<file path="src/rtl/trit_synth_pkg.sv">
package trit_synth_pkg;

  function automatic int unsigned pow3(input int unsigned e);
    int unsigned r;
    r = 1;
    for (int unsigned i = 0; i < e; i++) r = r * 3;
    return r;
  endfunction

  typedef struct packed {
    logic par;
    logic hi;
  } sw_step_t;

endpackage

</file>
<file path="src/rtl/tss_decide.sv">
module tss_decide
  import trit_synth_pkg::*;
#(
  parameter int NUM_W = 7
) (
  input  logic [NUM_W-1:0] num,
  input  logic [NUM_W-1:0] unit,
  output sw_step_t         step,
  output logic [NUM_W-1:0] next_num
);
  localparam int EXT_W = NUM_W + 1;

  logic [EXT_W-1:0] num_x, unit_x, two_u, diff;

  always_comb begin
    num_x  = {1'b0, num};
    unit_x = {1'b0, unit};
    two_u  = {unit, 1'b0};
    diff   = '0;
    if (num_x <= unit_x) begin
      step     = '{par: 1'b0, hi: 1'b0};
      next_num = num;
    end else if (num_x > two_u) begin
      step     = '{par: 1'b1, hi: 1'b1};
      diff     = num_x - two_u;
      next_num = diff[NUM_W-1:0];
    end else if (num[0]) begin
      step     = '{par: 1'b1, hi: 1'b0};
      diff     = num_x - unit_x;
      next_num = diff[NUM_W:1];
    end else begin
      step     = '{par: 1'b0, hi: 1'b1};
      next_num = num_x[NUM_W:1];
    end
  end
endmodule

</file>
<file path="src/rtl/tss_store.sv">
module tss_store
  import trit_synth_pkg::*;
#(
  parameter int DEPTH = 4,
  parameter int PTR_W = 2
) (
  input  logic             clk,
  input  logic             we,
  input  logic [PTR_W-1:0] waddr,
  input  sw_step_t         wdata,
  input  logic [PTR_W-1:0] raddr,
  output sw_step_t         rdata
);
  sw_step_t mem [DEPTH];

  always_ff @(posedge clk) begin
    if (we) mem[waddr] <= wdata;
    rdata <= mem[raddr];
  end
endmodule

</file>
<file path="src/rtl/tss_third_src.sv">
module tss_third_src #(
  parameter int               LFSR_W = 16,
  parameter logic [LFSR_W-1:0] TAPS  = 16'hB400,
  parameter logic [LFSR_W-1:0] SEED  = 16'hACE1
) (
  input  logic clk,
  input  logic rst,
  output logic usable,
  output logic hit
);
  localparam int MID = LFSR_W / 2;

  logic [LFSR_W-1:0] lfsr;
  logic [1:0]        code;

  always_ff @(posedge clk) begin
    if (rst) lfsr <= SEED;
    else if (lfsr[0]) lfsr <= (lfsr >> 1) ^ TAPS;
    else lfsr <= lfsr >> 1;
  end

  assign code   = {lfsr[MID], lfsr[0]};
  assign usable = (code != 2'b11);
  assign hit    = (code == 2'b00);
endmodule

</file>
<file path="src/rtl/trit_switch_synth.sv">
module trit_switch_synth
  import trit_synth_pkg::*;
#(
  parameter int               N_TRITS   = 4,
  parameter int               LFSR_W    = 16,
  parameter logic [LFSR_W-1:0] LFSR_TAPS = 16'hB400,
  parameter logic [LFSR_W-1:0] LFSR_SEED = 16'hACE1,
  localparam int unsigned      FULL      = pow3(N_TRITS),
  localparam int               NUM_W     = $clog2(FULL)
) (
  input  logic             clk,
  input  logic             rst,
  input  logic             req_valid,
  output logic             req_ready,
  input  logic [NUM_W-1:0] req_num,
  input  logic             req_eval,
  output logic             step_valid,
  input  logic             step_ready,
  output logic             step_par,
  output logic             step_hi,
  output logic             step_last,
  output logic             err,
  output logic             eval_valid,
  output logic             eval_bit
);
  localparam int K_W   = $clog2(N_TRITS + 1);
  localparam int PTR_W = (N_TRITS > 1) ? $clog2(N_TRITS) : 1;
  localparam logic [NUM_W-1:0] TOP_UNIT = NUM_W'(FULL / 3);
  localparam logic [NUM_W-1:0] LIMIT    = NUM_W'(FULL);

  typedef enum logic [2:0] {
    ST_IDLE, ST_NORM, ST_EMIT, ST_DRAIN, ST_LOAD, ST_EVAL
  } state_t;

  state_t           state;
  logic [NUM_W-1:0] cur_num, unit;
  logic [K_W-1:0]   k_left;
  logic [PTR_W-1:0] wr_ptr, rd_ptr;
  logic             eval_req, acc;

  sw_step_t         dec_step, mem_q;
  logic [NUM_W-1:0] dec_next;
  logic             emit_fire, rnd_ok, rnd_hit, ev_bit, acc_next;

  tss_decide #(.NUM_W(NUM_W)) u_decide (
    .num(cur_num), .unit(unit), .step(dec_step), .next_num(dec_next)
  );

  assign emit_fire = (state == ST_EMIT) && (!step_valid || step_ready);

  tss_store #(.DEPTH(N_TRITS), .PTR_W(PTR_W)) u_store (
    .clk(clk), .we(emit_fire), .waddr(wr_ptr), .wdata(dec_step),
    .raddr(rd_ptr), .rdata(mem_q)
  );

  tss_third_src #(.LFSR_W(LFSR_W), .TAPS(LFSR_TAPS), .SEED(LFSR_SEED)) u_rng (
    .clk(clk), .rst(rst), .usable(rnd_ok), .hit(rnd_hit)
  );

  // a 2/3 event is the complement of the 1/3 event on an accepted code
  assign ev_bit   = mem_q.hi ? !rnd_hit : rnd_hit;
  assign acc_next = mem_q.par ? (ev_bit | acc) : (ev_bit & acc);
  assign req_ready = (state == ST_IDLE);

  always_ff @(posedge clk) begin
    if (rst) begin
      state      <= ST_IDLE;
      cur_num    <= '0;
      unit       <= '0;
      k_left     <= '0;
      wr_ptr     <= '0;
      rd_ptr     <= '0;
      eval_req   <= 1'b0;
      acc        <= 1'b0;
      step_valid <= 1'b0;
      step_par   <= 1'b0;
      step_hi    <= 1'b0;
      step_last  <= 1'b0;
      err        <= 1'b0;
      eval_valid <= 1'b0;
      eval_bit   <= 1'b0;
    end else begin
      err        <= 1'b0;
      eval_valid <= 1'b0;
      unique case (state)
        ST_IDLE: if (req_valid) begin
          if (req_num == '0 || req_num >= LIMIT) begin
            err <= 1'b1;
          end else begin
            cur_num  <= req_num;
            unit     <= TOP_UNIT;
            k_left   <= K_W'(N_TRITS);
            eval_req <= req_eval;
            wr_ptr   <= '0;
            state    <= ST_NORM;
          end
        end
        ST_NORM: begin
          if (cur_num % NUM_W'(3) == '0) begin
            cur_num <= cur_num / NUM_W'(3);
            unit    <= unit / NUM_W'(3);
            k_left  <= k_left - 1'b1;
          end else begin
            state <= ST_EMIT;
          end
        end
        ST_EMIT: if (emit_fire) begin
          step_valid <= 1'b1;
          step_par   <= dec_step.par;
          step_hi    <= dec_step.hi;
          step_last  <= (k_left == K_W'(1));
          cur_num    <= dec_next;
          unit       <= unit / NUM_W'(3);
          k_left     <= k_left - 1'b1;
          if (k_left == K_W'(1)) state <= ST_DRAIN;
          else wr_ptr <= wr_ptr + 1'b1;
        end
        ST_DRAIN: if (step_ready) begin
          step_valid <= 1'b0;
          rd_ptr     <= wr_ptr;
          acc        <= 1'b1;
          state      <= eval_req ? ST_LOAD : ST_IDLE;
        end
        ST_LOAD: state <= ST_EVAL;
        ST_EVAL: if (rnd_ok) begin
          acc <= acc_next;
          if (rd_ptr == '0) begin
            eval_valid <= 1'b1;
            eval_bit   <= acc_next;
            state      <= ST_IDLE;
          end else begin
            rd_ptr <= rd_ptr - 1'b1;
            state  <= ST_LOAD;
          end
        end
        default: state <= ST_IDLE;
      endcase
    end
  end
endmodule

</file>
<file path="config.mk">
export PLATFORM = sky130hd
export DESIGN_NAME = trit_switch_synth
export DESIGN_NICKNAME = d
export VERILOG_FILES = /design/src/rtl/trit_synth_pkg.sv /design/src/rtl/tss_decide.sv /design/src/rtl/tss_store.sv /design/src/rtl/tss_third_src.sv /design/src/rtl/trit_switch_synth.sv
export SDC_FILE = /design/constraint.sdc
export NUM_CORES = 1
export LEC_CHECK = 0
export ABC_CLOCK_PERIOD_IN_PS = 6400
export BUFFER_PORTS_ARGS = -buffer_cell sky130_fd_sc_hd__buf_2
export CORE_MARGIN = 1
export CORE_UTILIZATION = 39
export DETAILED_ROUTE_END_ITERATION = 7
export GPL_TIMING_DRIVEN = 1
export SYNTH_ARGS = -nofsm -noshare
export SYNTH_HDL_FRONTEND = slang
export SYNTH_SLANG_ARGS = --single-unit
</file>
<file path="constraint.sdc">
create_clock -name clk -period 6.4 [get_ports clk]
set_input_delay 0.64 -clock clk [delete_from_list [all_inputs] [get_ports clk]]
set_output_delay 0.64 -clock clk [all_outputs]
set_load 0.005 [all_outputs]
</file>
# --- After elaboration in Yosys (flattened, before gate mapping) ---
# Memory sizes are Yosys's and may differ from the RTL's. A register that Yosys moved wholly into a read port is not among the register bits.
# Index checks and enable logic that the tools add are counted.
totals:
  reg_bits: 49
  latchBits: 0
  ramBits: 8
  mem_bits_ro: 0
  input_bits: 12
  output_inout_bits: 8
  elab_cells: 133
  memories: 1
mem_list:
  columns: ["memory", "words", "width", "read_ports", "rd_ports_with_merged_regs", "write_ports", "line_no", "rtl"]
  rows:
  - ["u_store.mem", 4, 2, 1, 1, 1, "tss_store.sv:14", "sw_step_t mem [DEPTH];"]
classes:
  add_sub_neg: 5
  mul: 0
  div_mod_pow: 3
  n_lt_le_gt_ge: 3
  n_eq_ne: 18
  n_shift: 0
  mux: 53
  bitwise_logic: 8
  reduce_logical: 26
ops:
  columns: ["operator", "n"]
  rows:
  - ["2-to-1 mux 7 bit", 11]
  - ["case mux 7 bit (3 select lines)", 2]
  - ["2-to-1 mux 3 bit", 13]
  - ["inequality test 2 bit, second input constant", 11]
  - ["2-to-1 mux 2 bit", 10]
  - ["case mux 3 bit (6 select lines)", 1]
  - ["2-to-1 mux 16 bit", 1]
  - ["divider 7 x 2 -> 7 bit, second input constant", 2]
  - ["logical NOT 7 bit", 2]
  - ["AND reduction 3 bit", 4]
  - ["2-to-1 mux 1 bit", 10]
  - ["AND reduction 5 bit", 2]
  - ["case mux 3 bit (3 select lines)", 1]
  - ["greater-than comparator 7 x 8 -> 1 bit", 1]
  - ["case mux 2 bit (2 select lines)", 2]
  - ["subtractor 7 x 7 -> 8 bit", 1]
  - [">= comparator 7 bit, second input constant", 1]
  - ["<= comparator 7 bit", 1]
  - ["remainder unit 7 x 2 -> 7 bit, second input constant", 1]
  - ["AND reduction 7 bit", 1]
  - ["subtractor 7 bit", 1]
  - ["== test 3 x 1 -> 1 bit, second input constant", 2]
  - ["== test 3 x 2 -> 1 bit, second input constant", 2]
  - ["== test 3 bit, second input constant", 2]
  - ["20 further kinds", 31]

# --- Longest topological paths before layout ---
# Gate-level depths: netlist of the first run.
logic_depth:
  depth_word: 7
  mapped_depth: 17
  depth_no_buf: 14

# --- Hierarchy ---
# Synthesis of the first run repeated with hierarchy kept, for this count alone.
unflattened:
  hier_cells: 468
  area_unflattened_um2: 3946.3
modules_own_cells:
  columns: ["mod", "n_inst", "cells_per_inst", "area_per_inst_um2", "seq_area_each_um2"]
  rows:
  - ["trit_switch_synth", 1, 291, 2233.4, 620.6]
  - ["tss_decide", 1, 122, 870.8, 0.0]
  - ["tss_third_src", 1, 39, 478.0, 320.3]
  - ["tss_store", 1, 16, 364.1, 280.3]

# --- Worst setup path before layout of the first run ---
# OpenSTA, ideal clock, no wires.
synth_timing:
  path_type: "flip-flop to flip-flop"
  start: "reg cur_num[2]"
  end: "reg cur_num[2]"
  setup_time_ns: 0.123
  t_arrival_ns: 3.495
  required_time_ns: 6.277
  slack_ns: 2.781
  path_stages_with_launch: 15
  path_buffers: 1
  synth_period_minus_slack_ns: 3.619
  path_cell_list: "dfxtp_1 buf_2 nand2b_1 o22ai_1 a211o_1 nor3_1 xnor2_1 ha_1 nor2_1 nand2_1 and4_1 a311o_1 o31ai_1 nand2_1 mux2_1"
synth_between:
  elab_chain_len: 6
  elab_cells_between_ends: 16
  classes_between: "add/sub: 2; div: 2; order compare: 2; eq/ne: 2; mux: 6; reduce/logical: 2"
synth_rtl:
  columns: ["item", "line_no", "rtl"]
  rows:
  - ["start, declared", "trit_switch_synth.sv:36", "logic [NUM_W-1:0] cur_num, unit;"]
  - ["start signal, assigned", "trit_switch_synth.sv:90", "cur_num <= req_num;"]
  - ["start signal, assigned", "trit_switch_synth.sv:100", "cur_num <= cur_num / NUM_W'(3);"]
  - ["start signal, assigned", "trit_switch_synth.sv:112", "cur_num <= dec_next;"]
  - ["branches (longest 6 deep; another with remainder unit 7 x 2 -> 7 bit)", null, null]
# Parallel ways; which one is timed is not known. The select of a mux whose other input is x is not followed.
# A chain may end at the register's enable or synchronous reset.

# --- Worst setup path in the final report of the first run ---
layout_timing:
  start: "reg cur_num[2]"
  end: "reg cur_num[6]"
# Same word-level chain as after synthesis.

==> impl_metrics.tcl, run 1 <==
set metrics [dict create \
    status "finished, final reports clean" \
    fillers 978 \
    pin_count 20 \
    drv_slew 0 \
    antenna_found_initial 0 \
    post_drt_via_cell_ratio 5.79 \
    tightest_slew_ns 0.955 \
    power.density_mw_per_mm2 555 \
    synth_edf_count 8 \
    slowest_stage "dfxtp_1" \
    cts_hold_buffers 0 \
    grt_max_degree 45 \
    drtPass1Iterations 5 \
    ys_warn_count 0 \
    via_count 3634 \
    synth.mux.area_fraction_pct 4.75 \
    gp_congestion 0.973 \
    worst_skew_pair.late_latency_ns 0.33 \
    max_cap_viol_count 0 \
    synth_compound_area_share_pct 22.4 \
    crit_type "register to register" \
    path_cells "nand2b_1, o22ai_1, a211o_1, nor3_1, xnor2_1, ha_1, inv_1, nand3_1, nor4_1, a221oi_2, a31oi_1, o31ai_1, nand2_1, mux2_1" \
    synth_ff_type "dfxtp_1" \
    gr-total-overflow 0 \
    syn-num-nets 520 \
    areaGrowthSynthToFinish_pct 9.25 \
    crit_arrival_ns 4.77 \
    yosysSeqAreaShare_pct 30.9 \
    final.period_utilization_pct 71.3 \
    detail-route-antenna-nets 0 \
    path_max_fanout 21 \
    leakagePower_uw 0.00165 \
    grt_pass1_wl_um 16600 \
    layout-drive-gt1-share_pct 10.7 \
    synthSimpleGateAreaFrac_pct 25.5 \
    slew_headroom_pct 36.1 \
    place_inst 612 \
    cts-buffers-inserted 9 \
    setup-violations-final 0 \
    synthAdderAreaFrac_pct 7.60 \
    post_drt_wl_per_cell_um 15.9 \
    period_needed_ns 4.56 \
    grt_usage_pct 20.3 \
    required_ns 6.61 \
    core_mm2 0.00977 \
    die_area_mm2 0.0105 \
    vdd_drop_max_mv 0.192 \
    first_iter_violations 262 \
    endpoint_kind "register" \
    fin_nets 524 \
    cts_resized 0 \
    start_util_pct 40.4 \
    final_util_pct 44.2 \
    timing.fmax_ghz 0.219 \
    post_cts_buffers 0 \
    wl_um 10000 \
    die_w_um 103 \
    ys_top_cells_by_area "dfxtp_1 (25%), ha_1 (6.3%), edfxtp_1 (6.1%), nor2_1 (5.2%), a21oi_1 (4.7%)" \
    cts_tree "yes" \
    synth.most_common_cell "nor2_1" \
    tns_ns 0 \
    synthXorXnorAreaFrac_pct 2.88 \
    port_buffers 19 \
    ys_seq_elements 57 \
    synth_top_cell_by_area "dfxtp_1" \
    cts_buffer_depth 2 \
    rsz0062_at_grt "false" \
    hp-class "register to register" \
    cts-htree-levels 3 \
    cts_sinks 57 \
    fp.dieH_um 103 \
    syn_area_mm2 0.00395 \
    yosysTopAreaCellShare_pct 24.8 \
    synth_top_family_by_area "simple AND/OR/NAND/NOR gates" \
    finClkSkew_ns 0.00799 \
    rows 36 \
    synth_common_cells "nor2_1 (55), dfxtp_1 (49), nand2_1 (38)" \
    synth_area_per_cell_um2 8.13 \
    grt_pass1_vias 3337 \
    fin_cells 628 \
    n_antenna_cell 0 \
    dp_hpwl_um 7170 \
    max_stage_delay_ns 0.81 \
    postSynthCellCount 486 \
    yosysUniqueCellTypes 69 \
    cts_root_buffer "clkbuf_8" \
    power_uw 2400 \
    ys_async_sr_fraction_pct 0 \
    timing.final.hold_violations 0 \
    drc_errors 0 \
    cp-start-kind "register" \
    clk_pin_slew_ns 0.06 \
]
-- worst max-delay path, delay by kind of cell, from the launching register on --
kind	cells	cell delay, ns
AOI/OAI and AO/OA	5	1.21
xor gates and xnor gates	1	0.16
adders and majority gates	1	0.28
buffers and inverters	1	0.16
DFF	1	0.81
muxes	1	0.36
and+or+nand+nor	5	1.47
-- where the power goes --
group	internal [µW]	total [µW]	switching, µW	leakage, µW
combinational	572	1410	841	0.00105
clock	252	386	135	0.000117
sequential	458	597	140	0.000477
total	1280	2400	1120	0.00165
-- kinds of logic (layout without fill, tap and decap cells) --
| logic type | after synthesis | after routing |
|---|---|---|
| adder cells (fa/ha/maj) | 23 | 23 |
| buffers and inverters | 53 | 62 |
| multiplexers | 16 | 16 |
| XOR/XNOR | 13 | 13 |
| AND/OR/NAND/NOR | 194 | 194 |
| flip-flops | 57 | 57 |
| AO/OA/AOI/OAI | 130 | 130 |
-- worst paths after layout --
| kind | slack [ns] | startpoint | end | cells past startpoint |
|---|---|---|---|---|
| worst max-delay path | 1.84 | cur_num[2] | cur_num[6] | 14 |
| worst min-delay path | 0.41 | u_rng.lfsr[7] | u_rng.lfsr[6] | 1 |
| worst max register to register | 1.84 | cur_num[2] | cur_num[6] | 14 |
| worst min register to register | 0.41 | u_rng.lfsr[7] | u_rng.lfsr[6] | 1 |
-- registers in the layout, indices dropped and copies added, names as in the netlist --
| signal | count |
|---|---|
| cur_num | 7 |
| step_par | 1 |
| step_hi | 1 |
| k_left | 3 |
| err | 1 |
| wr_ptr | 2 |
| acc | 1 |
| u_rng.lfsr | 16 |
| eval_bit | 1 |
| eval_valid | 1 |
| eval_req | 1 |
| u_store.rdata | 2 |
| step_last | 1 |
| rd_ptr | 2 |
| unit | 5 |
| u_store.mem | 8 |
| step_valid | 1 |
| state | 3 |
-- layout make-up --
cell class | instances | area (µm²) | area share, %
clock buffers | 14 | 173 | 4.00
flip-flops and latches | 57 | 1220 | 28.3
clock inverters | 2 | 60.1 | 1.39
multi-input cells | 376 | 2490 | 57.8
repair buffers | 20 | 103 | 2.38
inverters | 26 | 97.6 | 2.26
well taps | 133 | 166 | 3.86
-- metal layers --
metal	GRT usage, %	routed length [µm]	share of wire [%]
met1	27.9	4600	46
met2	31.2	4560	46
met3	4.20	653	6.5
met4	7.58	187	1.9
met5	0	0	0
-- through the flow --
step | hold slack (ns) | setup slack (ns) | instance area, µm²
2_1_floorplan | 0.389 | 2.78 | 3950
3_3_place_gp | 0.394 | 2.18 | 4080
3_5_place_dp | 0.400 | 1.99 | 4080
4_1_cts | 0.414 | 1.91 | 4320
5_1_grt | 0.422 | 1.56 | 4320
6_report | 0.410 | 1.84 | 4320
-- cell usage in the layout (no fill, tap or decap), types with 5 or more instances in the layout --
| cell type | count |
|---|---|
| edfxtp_1 | 8 |
| nor2b_1 | 14 |
| ha_1 | 20 |
| a21oi_1 | 37 |
| nand3b_1 | 7 |
| and2_1 | 6 |
| nand2_1 | 38 |
| nand3_1 | 11 |
| a31oi_1 | 12 |
| o21ai_0 | 17 |
| buf_2 | 19 |
| xor2_1 | 5 |
| or3_1 | 5 |
| o31ai_1 | 5 |
| nor3_1 | 14 |
| xnor2_1 | 8 |
| inv_1 | 24 |
| clkbuf_8 | 12 |
| nand2b_1 | 15 |
| mux2i_1 | 12 |
| or2_2 | 8 |
| a211oi_1 | 5 |
| dfxtp_1 | 49 |
| nor2_1 | 55 |
| o22ai_1 | 7 |
Note: power is estimated with default switching activity, not from simulation.
==> run 2: changes to the inputs <==
- ABC_CLOCK_PERIOD_IN_PS: 6400 -> 4270
- clock period: 6.4 -> 4.27 ns (I/O delays scaled with it)
==> run 2 against run 1 <==
Effect of this change:
- utilization rose by 0.91 points
- register-to-register slack worse by 1.5 ns
- global-route usage decreased by 0.26 points
- first-iteration DRC count increased by 3.1%
- fmax is 15% higher
- count of clock-buffer cells in the layout down 4
- combinational power rose by 57%
- largest cell class unchanged
==> impl_metrics.tcl, run 2 (synthesized netlist as in run 1, its figures left out) <==
set metrics [dict create \
    status "finished, final reports clean" \
    cts_tree "yes" \
    post_cts_buffers 0 \
    areaGrowthSynthToFinish_pct 11.5 \
    layout-drive-gt1-share_pct 14.2 \
    die_area_mm2 0.0105 \
    pin_count 20 \
    post_drt_wl_per_cell_um 15.3 \
    rows 36 \
    required_ns 4.49 \
    worst_skew_pair.late_latency_ns 0.34 \
    timing.final.hold_violations 0 \
    dp_hpwl_um 7210 \
    hp-class "input port to register" \
    gr-total-overflow 0 \
    gp_congestion 0.851 \
    period_needed_ns 3.96 \
    cts-buffers-inserted 9 \
    leakagePower_uw 0.00170 \
    power.share.sequential_pct 23.3 \
    power.density_mw_per_mm2 818 \
    grt_usage_pct 20.0 \
    p_int_uw 1910 \
    clock_power_share_pct 15.3 \
    setup-violations-final 0 \
    n_antenna_cell 0 \
    tightest_slew_ns 0.829 \
    clk_pin_slew_ns 0.07 \
    timing.fmax_ghz 0.252 \
    tns_ns 0 \
    finClkSkew_ns 0.00911 \
    wl_um 9810 \
    crit_arrival_ns 4.19 \
    cts_hold_buffers 0 \
    grt_pass1_vias 3290 \
    first_iter_violations 270 \
    multi_input_area_mm2 0.00250 \
    p_comb_share_pct 61.3 \
    core_mm2 0.00977 \
    via_count 3550 \
    final_cell_mix "nor2_1 (55), dfxtp_1 (46), nand2_1 (38)" \
    fillers 989 \
    start_util_pct 40.4 \
    antenna_found_initial 0 \
    final.period_utilization_pct 92.8 \
    cts_buffer_depth 2 \
    crit_type "register to register" \
    grt_pass1_wl_um 16400 \
    cts_sinks 57 \
    drv_slew 0 \
    largest_register "u_rng.lfsr" \
    path_max_fanout 9 \
    port_buffers 19 \
    post_drt_via_cell_ratio 5.55 \
    max_cap_viol_count 0 \
    swShare_pct 46.8 \
    power_uw 3600 \
    cts_resized 0 \
    drc_errors 0 \
    fp.dieH_um 103 \
    final_common_cell "nor2_1" \
    largest_register_ffs 16 \
    switchingPower_uw 1690 \
    rsz0062_at_grt "false" \
    fin_nets 536 \
    endpoint_kind "register" \
    regArea_mm2 0.00122 \
    drtPass1Iterations 4 \
    vdd_drop_max_mv 0.337 \
    die_w_um 103 \
    grt_max_degree 45 \
    cts-htree-levels 3 \
    detail-route-antenna-nets 0 \
    cp-start-kind "register" \
    largestRegisters "u_rng.lfsr: 16 flops, u_store.mem: 8 flops, cur_num: 7 flops" \
    slew_headroom_pct 44.7 \
    cts_root_buffer "clkbuf_8" \
]
[run 2: area by class of cell]
type	instances	area share, %
Timing Repair Buffer	32	4.38
Clock inverter	6	1.65
Sequential cell	57	27.8
Clock buffer	10	3.38
Tap cell	133	3.78
Inverter	26	2.22
Multi-Input combinational cell	376	56.8
[run 2: stage by stage]
step	std cells	setup WS [ns]	hold slack (ns)	util, %	area, µm²
after floorplan	486	0.651	0.389	-	3950
after global routing	640	0.00629	0.325	45.1	4400
final	640	0.306	0.321	45.1	4400
after global placement	624	0.345	0.393	42.7	4170
after CTS	640	0.153	0.315	45.0	4390
after detailed placement	624	0.169	0.396	42.7	4170
[run 2: worst paths after layout]
check                           depth (start not counted)  slack, ns           start             end
worst max register to register                         15       0.31      cur_num[3]      cur_num[6]
worst min-delay path                                    3       0.32        req_eval        eval_req
worst min register to register                          1       0.41  u_rng.lfsr[12]  u_rng.lfsr[11]
worst max-delay path                                   15       0.31      cur_num[3]      cur_num[6]
[run 2: critical path: stages, from the launching register on]
cell and delay [ns]:
dfxtp_1 0.39, buf_4 0.20, nand2b_1 0.14, o22ai_1 0.10, a211o_1 0.40, nor3_2 0.34, xnor2_1 0.14, ha_1 0.26
inv_1 0.16, nand3_1 0.11, nor4_1 0.36, a221oi_2 0.08, a31oi_1 0.40, o31ai_1 0.16, nand2_1 0.27, mux2_1 0.36
[run 2: per-layer routing]
layer | vias to the layer above | global-route usage (%) | part of all wire [%]
met5 | - | 0 | 0
met4 | 0 | 7.36 | 1.6
met3 | 13 | 3.32 | 4.3
met2 | 82 | 30.7 | 46
met1 | 1650 | 28.2 | 48
li1 | 1805 | - | -
[run 2: power by group through the flow]
stage	registers, µW	clock network, µW	logic [µW]
floorplan	756	0	1780
global placement	841	0	2140
detailed placement	846	0	2170
CTS	834	561	2190
global route	862	585	2480
finish	841	552	2210
==> run 3: changes to the inputs <==
- CORE_UTILIZATION: 39 -> 45
==> run 3 against run 2 <==
Effect of this change:
- cell count down 4.4%
- highest routed layer unchanged
- utilization up 7.2 points
- worst setup slack better by 0.067 ns
- clock power down 7.4%
- die area down 13%
- sequential share of layout area up 0.25 points
- clock skew up 0.00072 ns
- register-to-register slack better by 0.07 ns
- hold slack worse by 0.0048 ns
- critical path type unchanged
- largest cell class unchanged
- sequential power down 2%
- final area down 0.99%
- largest power group unchanged
- fmax up 1.7%
- critical endpoint is now cur_num[2]
==> impl_metrics.tcl, run 3 (synthesized netlist as in run 1, its figures left out) <==
set metrics [dict create \
    max_cap_viol_count 0 \
    slowest_stage "a211o_1" \
    grt_pass1_wl_um 16400 \
    cts_tree "yes" \
    r2r_start "cur_num[3]" \
    rows 33 \
    fin_nets 536 \
    rr_endpoint "cur_num[2]" \
    cts-buffers-inserted 9 \
    largestRegisters "u_rng.lfsr: 16 flops, u_store.mem: 8 flops, cur_num: 7 flops" \
    cts_sinks 57 \
    port_buffers 19 \
    drv_slew 0 \
    timing.fmax_ghz 0.257 \
    worst_skew_pair.late_latency_ns 0.34 \
    status "finished, final reports clean" \
    die_area_mm2 0.00916 \
    die_w_um 95.7 \
    cts_root_buffer "clkbuf_8" \
    period_needed_ns 3.90 \
    leakagePower_uw 0.00169 \
    via_count 3633 \
    cts_buffer_depth 2 \
    gr-total-overflow 0 \
    path_max_fanout 12 \
    rsz0062_at_grt "false" \
    hold_end "eval_req" \
    crit_arrival_ns 4.11 \
    areaGrowthSynthToFinish_pct 10.4 \
    final_common_cell "nor2_1" \
    clk_pin_slew_ns 0.07 \
    tns_ns 0 \
    hp-class "input port to register" \
    max_stage_delay_ns 0.43 \
    setup-violations-final 0 \
    cts_hold_buffers 0 \
    final_cell_mix "nor2_1 (55), dfxtp_1 (47), nand2_1 (38)" \
    cp-start-kind "register" \
    finClkSkew_ns 0.00983 \
    required_ns 4.48 \
    drtPass1Iterations 5 \
    fp.dieH_um 95.7 \
    path_cells "buf_4, nand2b_1, o22ai_1, a211o_1, nor3_4, xnor2_1, ha_1, nor2_1, nand2_1, and4_1, a311o_1, o31ai_1, nand2_1, mux2_1" \
    r2r_setup_slack_ns 0.37 \
    largest_register_ffs 16 \
    drc_errors 0 \
    first_iter_violations 241 \
    timing.final.hold_violations 0 \
    final.period_utilization_pct 91.2 \
    post_drt_wl_per_cell_um 16.2 \
    crit_top_cell "nand2_1" \
    core_mm2 0.00834 \
    dp_hpwl_um 7360 \
    min_from "req_eval" \
    power.density_mw_per_mm2 828 \
    tightest_slew_ns 0.781 \
    hold_depth 3 \
    pin_count 20 \
    grt_pass1_vias 3317 \
    slew_headroom_pct 47.9 \
    antenna_found_initial 0 \
    cts-htree-levels 3 \
    endpoint_kind "register" \
    power_uw 3610 \
    grt_max_degree 45 \
    detail-route-antenna-nets 0 \
    n_antenna_cell 0 \
    r2r_cells 14 \
    grt_usage_pct 23.5 \
    start_util_pct 47.4 \
    layout-drive-gt1-share_pct 14.0 \
    vdd_drop_max_mv 0.421 \
    post_drt_via_cell_ratio 5.94 \
    wl_um 9890 \
    largest_register "u_rng.lfsr" \
    crit_type "register to register" \
    gp_congestion 0.856 \
]
==> run 3: per-stage QoR <==
step | utilization [%] | cell area (µm²) | cells | setup slack [ns] | hold WS, ns
finish | 52.3 | 4360 | 612 | 0.374 | 0.316
global route | 52.3 | 4360 | 612 | 0.0223 | 0.314
CTS | 52.0 | 4340 | 612 | 0.159 | 0.308
detailed placement | 49.6 | 4140 | 596 | 0.193 | 0.398
global placement | 49.6 | 4140 | 596 | 0.322 | 0.391
floorplan | - | 3950 | 486 | 0.651 | 0.389
==> run 3: worst max-delay path: cells and delay by family (launching register included) <==
family | cells | cell delay (ns)
compound gates | 4 | 1.13
fa+ha+maj | 1 | 0.26
flops | 1 | 0.42
mux | 1 | 0.38
simple gates | 6 | 1.18
buf+inv | 1 | 0.23
xor+xnor | 1 | 0.18
==> run 3: timing repair <==
| action | 4_1_cts | 5_1_grt |
|---|---|---|
| setup endpoints to repair | 0 | 14 |
| setup buffers | 0 | 0 |
| resized for setup | 0 | 5 |
==> run 3: how the worst max path moves through the flow <==
stage | end | cells past startpoint | start
floorplan | cur_num[2] | 14 | cur_num[2]
global route | cur_num[2] | 14 | cur_num[3]
CTS | unit[0] | 14 | cur_num[5]
global placement | cur_num[2] | 13 | cur_num[5]
finish | cur_num[2] | 14 | cur_num[3]
detailed placement | cur_num[2] | 14 | cur_num[5]
==> run 3: final cells by class <==
cell class	count	area (µm²)
Tap cell	105	131
Inverter	26	97.6
Sequential cell	57	1220
Multi-Input combinational cell	376	2510
Clock buffer	10	138
Timing Repair Buffer	32	193
Fill cell	800	3980
Clock inverter	6	65.1
==> run 3: where the power goes <==
group | switching, µW | internal [µW] | total (µW) | leakage, µW
logic | 1350 | 923 | 2270 | 0.00112
clock network | 225 | 286 | 511 | 0.0000992
registers | 141 | 687 | 828 | 0.000477
==> run 3: routing by layer <==
layer | global-route usage (%) | share of wire [%]
met5 | 0 | 0
met4 | 7.71 | 1.2
met3 | 3.55 | 5.7
met2 | 36.5 | 45
met1 | 33.2 | 48
